`src/rtl/cpslv_pkg.sv`:
```
package cpslv_pkg;
   typedef enum logic [2:0] {
      ST_IDLE,
      ST_OPW,
      ST_OPS,
      ST_EXEC,
      ST_STAT,
      ST_RES
   } cps_state_t;

   localparam logic [1:0] CODE_XFER = 2'b01;
   localparam logic [1:0] CODE_STAT = 2'b10;
   localparam logic [1:0] CODE_ID   = 2'b11;
endpackage

```
`src/rtl/cpslv_opdecode.sv`:
```
module cpslv_opdecode #(
   parameter int OPW_W = 16,
   parameter int CNT_W = 3
) (
   input  logic [OPW_W-1:0] opword,
   output logic [CNT_W-1:0] exp_words
);
   logic [1:0] cnt_eff;

   always_comb begin
      cnt_eff   = (opword[1:0] == 2'd3) ? 2'd2 : opword[1:0];
      exp_words = CNT_W'(cnt_eff) << opword[2];
   end

   logic unused_hi;
   assign unused_hi = ^opword[OPW_W-1:3];
endmodule

```
`src/rtl/cpslv_opbuf.sv`:
```
module cpslv_opbuf #(
   parameter int DW    = 32,
   parameter int WORDS = 4,
   localparam int IDX_W = $clog2(WORDS)
) (
   input  logic                clk,
   input  logic                rst_n,
   input  logic                clr,
   input  logic                we,
   input  logic [IDX_W-1:0]    widx,
   input  logic [DW-1:0]       wdata,
   output logic [WORDS*DW-1:0] flat
);
   for (genvar g = 0; g < WORDS; g++) begin : g_word
      logic [DW-1:0] word_r;
      always_ff @(posedge clk or negedge rst_n) begin
         if (!rst_n)                               word_r <= '0;
         else if (clr)                             word_r <= '0;
         else if (we && widx == IDX_W'(g))         word_r <= wdata;
      end
      assign flat[g*DW +: DW] = word_r;
   end
endmodule

```
`src/rtl/cpslv_cpl_pulse.sv`:
```
module cpslv_cpl_pulse #(
   parameter int PULSE_LEN = 2,
   localparam int CW = $clog2(PULSE_LEN + 1)
) (
   input  logic clk,
   input  logic rst_n,
   input  logic trig,
   output logic oe
);
   logic [CW-1:0] left_r;

   always_ff @(posedge clk or negedge rst_n) begin
      if (!rst_n)              left_r <= '0;
      else if (trig)           left_r <= CW'(PULSE_LEN);
      else if (left_r != '0)   left_r <= left_r - CW'(1);
   end

   assign oe = (left_r != '0);
endmodule

```
`src/rtl/cpslv_top.sv`:
```
module cpslv_top
   import cpslv_pkg::*;
#(
   parameter int           DW        = 32,
   parameter int           OPW_W     = 16,
   parameter int           ID_W      = 8,
   parameter logic [7:0]   SLAVE_ID  = 8'h1E,
   parameter int           MAX_WORDS = 4,
   parameter int           RES_MAX   = 2,
   parameter int           PULSE_LEN = 2,
   localparam int          WIDX_W    = $clog2(MAX_WORDS + 1),
   localparam int          BIDX_W    = $clog2(MAX_WORDS),
   localparam int          RIDX_W    = $clog2(RES_MAX + 1)
) (
   input  logic                    clk,
   input  logic                    rst_n,
   input  logic                    bus_wr,
   input  logic                    bus_rd,
   input  logic [1:0]              bus_code,
   input  logic [DW-1:0]           bus_wdata,
   output logic [DW-1:0]           bus_rdata,
   output logic                    proto_err,
   output logic                    core_start,
   output logic [OPW_W-1:0]        core_opword,
   output logic [MAX_WORDS*DW-1:0] core_operands,
   input  logic                    core_done,
   input  logic                    core_err,
   input  logic                    core_n,
   input  logic                    core_z,
   input  logic [RES_MAX*DW-1:0]   core_res,
   input  logic [RIDX_W-1:0]       core_res_n,
   output logic                    cpl_oe,
   output logic                    cpl_o
);
   if (DW < 8 || DW < OPW_W)      begin : g_bad_dw    $error("DW too narrow"); end
   if (ID_W > 8 || ID_W > DW)     begin : g_bad_id    $error("ID_W out of range"); end
   if (MAX_WORDS < 4)             begin : g_bad_words $error("MAX_WORDS below 4"); end
   if (OPW_W < 3)                 begin : g_bad_opw   $error("OPW_W below 3"); end
   if (RES_MAX < 1)               begin : g_bad_res   $error("RES_MAX below 1"); end
   if (PULSE_LEN < 1)             begin : g_bad_pulse $error("PULSE_LEN below 1"); end

   cps_state_t            st;
   logic [OPW_W-1:0]      opword_r;
   logic [WIDX_W-1:0]     op_cnt;
   logic [WIDX_W-1:0]     exp_words;
   logic [OPW_W-1:0]      dec_in;
   logic                  start_r;
   logic                  q_r, n_r, z_r;
   logic [RES_MAX*DW-1:0] res_r;
   logic [RIDX_W-1:0]     res_n_r;
   logic [RIDX_W-1:0]     res_idx;
   logic [DW-1:0]         stat_w;

   logic wr_id, id_hit, wr_x, rd_s, rd_x, pulse_trig;
   assign wr_id      = bus_wr && bus_code == CODE_ID;
   assign id_hit     = wr_id && bus_wdata[ID_W-1:0] == SLAVE_ID[ID_W-1:0];
   assign wr_x       = bus_wr && bus_code == CODE_XFER;
   assign rd_s       = bus_rd && bus_code == CODE_STAT;
   assign rd_x       = bus_rd && bus_code == CODE_XFER;
   assign pulse_trig = (st == ST_EXEC) && core_done && !wr_id;
   assign dec_in     = (st == ST_OPW) ? bus_wdata[OPW_W-1:0] : opword_r;

   cpslv_opdecode #(.OPW_W(OPW_W), .CNT_W(WIDX_W)) u_dec (
      .opword(dec_in), .exp_words(exp_words));

   cpslv_opbuf #(.DW(DW), .WORDS(MAX_WORDS)) u_buf (
      .clk(clk), .rst_n(rst_n), .clr(wr_id),
      .we(wr_x && st == ST_OPS), .widx(op_cnt[BIDX_W-1:0]),
      .wdata(bus_wdata), .flat(core_operands));

   cpslv_cpl_pulse #(.PULSE_LEN(PULSE_LEN)) u_pulse (
      .clk(clk), .rst_n(rst_n), .trig(pulse_trig), .oe(cpl_oe));

   always_ff @(posedge clk or negedge rst_n) begin
      if (!rst_n) begin
         st       <= ST_IDLE;
         opword_r <= '0;
         op_cnt   <= '0;
         start_r  <= 1'b0;
         q_r      <= 1'b0;
         n_r      <= 1'b0;
         z_r      <= 1'b0;
         res_r    <= '0;
         res_n_r  <= '0;
         res_idx  <= '0;
      end else begin
         start_r <= 1'b0;
         if (wr_id) begin
            st     <= id_hit ? ST_OPW : ST_IDLE;
            op_cnt <= '0;
         end else begin
            case (st)
               ST_OPW: if (wr_x) begin
                  opword_r <= bus_wdata[OPW_W-1:0];
                  if (exp_words == '0) begin
                     st      <= ST_EXEC;
                     start_r <= 1'b1;
                  end else begin
                     st <= ST_OPS;
                  end
               end
               ST_OPS: if (wr_x) begin
                  op_cnt <= op_cnt + WIDX_W'(1);
                  if (op_cnt == exp_words - WIDX_W'(1)) begin
                     st      <= ST_EXEC;
                     start_r <= 1'b1;
                  end
               end
               ST_EXEC: if (core_done) begin
                  st      <= ST_STAT;
                  q_r     <= core_err;
                  n_r     <= core_n;
                  z_r     <= core_z;
                  res_r   <= core_res;
                  res_n_r <= core_res_n;
               end
               ST_STAT: if (rd_s) begin
                  st      <= ST_RES;
                  res_idx <= '0;
               end
               ST_RES: if (rd_x && res_idx < res_n_r) res_idx <= res_idx + RIDX_W'(1);
               default: st <= ST_IDLE;
            endcase
         end
      end
   end

   always_comb begin
      stat_w    = '0;
      stat_w[0] = q_r;
      stat_w[6] = z_r;
      stat_w[7] = n_r;
   end

   always_comb begin
      bus_rdata = '0;
      if (rd_s && (st == ST_STAT || st == ST_RES))
         bus_rdata = stat_w;
      else if (rd_x && st == ST_RES && res_idx < res_n_r)
         bus_rdata = res_r[res_idx*DW +: DW];
   end

   assign proto_err   = rd_x && st != ST_RES;
   assign core_start  = start_r;
   assign core_opword = opword_r;
   assign cpl_o       = 1'b0;
endmodule

```
`config.mk`:
```
export PLATFORM = sky130hd
export DESIGN_NAME = cpslv_top
export DESIGN_NICKNAME = d
export VERILOG_FILES = /design/src/rtl/cpslv_pkg.sv /design/src/rtl/cpslv_opdecode.sv /design/src/rtl/cpslv_opbuf.sv /design/src/rtl/cpslv_cpl_pulse.sv /design/src/rtl/cpslv_top.sv
export SDC_FILE = /design/constraint.sdc
export NUM_CORES = 1
export LEC_CHECK = 0
export BUFFER_PORTS_ARGS = -buffer_cell sky130_fd_sc_hd__buf_2
export CAP_MARGIN = 20
export CELL_PAD_IN_SITES_DETAIL_PLACEMENT = 2
export CELL_PAD_IN_SITES_GLOBAL_PLACEMENT = 2
export CORE_ASPECT_RATIO = 1.5
export CORE_MARGIN = 3
export CORE_UTILIZATION = 34
export DETAILED_ROUTE_END_ITERATION = 8
export GPL_ROUTABILITY_DRIVEN = 0
export HOLD_SLACK_MARGIN = 0.12
export PLACE_DENSITY_LB_ADDON = 0.1
export SKIP_CTS_REPAIR_TIMING = 1
export SYNTH_ARGS = -nofsm -noshare
export SYNTH_HDL_FRONTEND = slang
export SYNTH_SLANG_ARGS = --single-unit
export TNS_END_PERCENT = 10
```
`constraint.sdc`:
```
create_clock -name clk -period 3.6 [get_ports clk]
set_clock_uncertainty 0.15 [all_clocks]
set_input_delay 0.72 -clock clk [delete_from_list [all_inputs] [get_ports clk]]
set_output_delay 0.72 -clock clk [all_outputs]
set_load 0.01 [all_outputs]
```
==> flow_summary.yaml <==
status:
  status: "finished clean"
placed_design:
  dp_hpwl_um: 20500
  place_area_um2: 11100
  dp_cells: 1433
  port_buffers: 286
  dp_worst_setup_slack_ns: 0.293
power:
  ir_drop_mv: 0.388
  power_density_nw_per_um2: 675
  power_leakage_nw: 6.01
sta:
  slew_headroom_pct: 35.7
  maxSlewViolCount: 0
  worst_slack_ns: 0.158
  period_share_pct: 95.6
  tns_ns: 0
  maxClockFrequency_ghz: 0.291
  holdWs_ns: 0.278
  rsz0062_at_grt: "false"
  finalSetupViolations: 0
  final_hold_viol_count: 0
  min_period_ns: 3.44
  tightest_slew_ns: 0.962
logic_synthesis:
  synth_area_leaders: "dfrtp_1, mux2_2, nand2_1"
  async_flop_share_pct: 100
  synth-xor-area-share_pct: 0.376
  synthAdderAreaFrac_pct: 0.805
  synth_top_family_by_area: "multiplexers"
  syn-num-nets: 968
  synth_cell_types: 49
  synth_top_area_cell: "dfrtp_1"
  syn_area_um2: 9320
  yosysWarnings: 0
  synth_mux_area_share_pct: 13.7
  ys_seq_elements: 224
  syn_inst: 854
  synth_edf_count: 0
  synth_ff_type: "dfrtp_1"
  post-synth-top-count-cell: "dfrtp_1"
  synthTopCellsByCount: "dfrtp_1, nand2_1, o21ai_0"
  synth-compound-area-share_pct: 8.76
  syn_area_per_cell_um2: 10.9
  yosysSeqAreaShare_pct: 60.1
  yosysTopAreaCellShare_pct: 60.1
  synth-simple-area-share_pct: 13.0
final_layout:
  final_cells: 1476
  syn_to_final_growth_pct: 27.2
  nNetsFinal: 1237
  fill_cells: 2878
  layout-drive-gt1-share_pct: 37.4
  design_area_um2: 11900
floorplanning:
  die_h_um: 209
  rows: 73
  core_um2: 26800
  dieArea_um2: 29500
  ios: 288
  die_width_um: 141
  start_util_pct: 34.8
route:
  routed_wl_um: 29100
  drtIter0Drc: 277
  vias: 7355
  wl_per_cell_um: 19.7
  drc: 0
  ant_nets: 0
  drt_first_pass_iters: 4
  viasPerCell: 4.98
grt:
  gr-usage-all-layers_pct: 19.3
  gr-total-overflow: 0
  antenna_found_initial: 1
  grt_pass1_wl_um: 45800
  grt_pass1_vias: 8077
  grt_start_max_net_pins: 72
clock_network:
  htreeDepth: 1
  cts_buffer_depth: 3
  clk_pin_slew_ns: 0.06
  cts_buffers: 24
  numClockSinks: 224
  clk_latency_ns: 0.52
  cts_tree: "built"
  root_buffer: "clkbuf_16"
job:
  cap_violations: 0
critical_path:
  cp-end-kind: "primary output"
  critPathKind: "reg2out"
  cp_data_arrival_time_ns: 2.57
  crit_path_max_fanout: 32
  critPathLaunchType: "flop"
  crit_required_ns: 2.73
min_path:
  hold_path_class: "in2reg"
## placed cells by master, fill, tap and decap left out, types with 4 or more instances in the layout
| cell | instances |
|---|---|
| a21oi_1 | 37 |
| buf_12 | 4 |
| buf_2 | 285 |
| buf_4 | 8 |
| clkbuf_1 | 9 |
| clkbuf_16 | 25 |
| dfrtp_1 | 223 |
| ha_1 | 6 |
| inv_1 | 7 |
| mux2_2 | 84 |
| mux2i_1 | 33 |
| nand2_1 | 203 |
| nor2_1 | 38 |
| nor2b_1 | 4 |
| nor3_1 | 4 |
| nor3b_1 | 4 |
| nor4bb_1 | 4 |
| o21ai_0 | 102 |
## worst max-delay path: stages, from the launching register on
cell	delay (ns)
dfrtp_1	0.42
ha_1	0.20
nand4bb_1	0.19
a211o_1	0.33
or3_1	0.38
buf_6	0.21
o21ai_1	0.16
buf_2	0.15
## kinds of logic (layout without fill, tap and decap cells)
logic type | after synthesis | after routing
muxes | 117 | 117
AOI/OAI and AO/OA | 155 | 155
other | 1 | 2
adders and majority gates | 6 | 6
DFF | 224 | 224
and+or+nand+nor | 283 | 283
xor gates and xnor gates | 4 | 4
buffers and inverters | 64 | 348
## final timing paths
kind                                                       start                                     end  slack (ns)  cells after the start
setup / recovery                          res_idx[1]$_DFFE_PN0P_                            bus_rdata[6]        0.16                      7
hold / removal                                      core_res[63]                   res_r[63]$_DFFE_PN0P_        0.28                      2
setup reg to reg                               st[0]$_DFFE_PN0P_   u_buf.g_word[3].word_r[1]$_DFFE_PN0P_        0.99                      6
hold reg to reg            u_buf.g_word[1].word_r[8]$_DFFE_PN0P_   u_buf.g_word[1].word_r[8]$_DFFE_PN0P_        0.33                      2
max in group asynchronous                                  rst_n  u_buf.g_word[2].word_r[13]$_DFFE_PN0P_        1.81                      3
min in group asynchronous                                  rst_n  u_buf.g_word[2].word_r[27]$_DFFE_PN0P_        0.56                      2
## power breakdown
part | total, W | internal (W) | leakage (nW) | switching, W
Clock | 0.00240 | 0.00140 | 0.366 | 0.00100
Combinational | 0.00198 | 0.000966 | 2.74 | 0.00102
Sequential | 0.00362 | 0.00323 | 2.90 | 0.000397
## flip-flops by register name, indices dropped and copies added (netlist names)
| register | flops |
|---|---|
| core_opword | 16 |
| core_start | 1 |
| n_r | 1 |
| op_cnt | 3 |
| q_r | 1 |
| res_idx | 2 |
| res_n_r | 2 |
| res_r | 64 |
| st | 3 |
| u_buf.g_word.word_r | 128 |
| u_pulse.left_r | 2 |
| z_r | 1 |
## per-layer routing
layer / GRT usage, % / share of wire (%)
met4: 4.48 / 2.0
met2: 34.8 / 52
met1: 23.3 / 40
met5: 0 / 0.024
met3: 4.46 / 6.0
## area by class of cell
class	count	area, um2	area share, %
tap	337	422	3.56
inverter	7	26.3	0.222
clock buffer	37	701	5.91
sequential	224	5610	47.3
multi-input combinational	566	3450	29.1
timing repair buffer	300	1600	13.5
antenna	1	2.50	0.0211
clock inverter	4	45.0	0.380
## through the flow
stage	power [W]	util (%)
2_1_floorplan	0.00483	-
3_3_place_gp	0.00559	41.5
3_5_place_dp	0.00570	41.5
4_1_cts	0.00816	44.2
5_1_grt	0.00854	44.3
6_report	0.00801	44.3
Power figures use the tool's default switching activity.
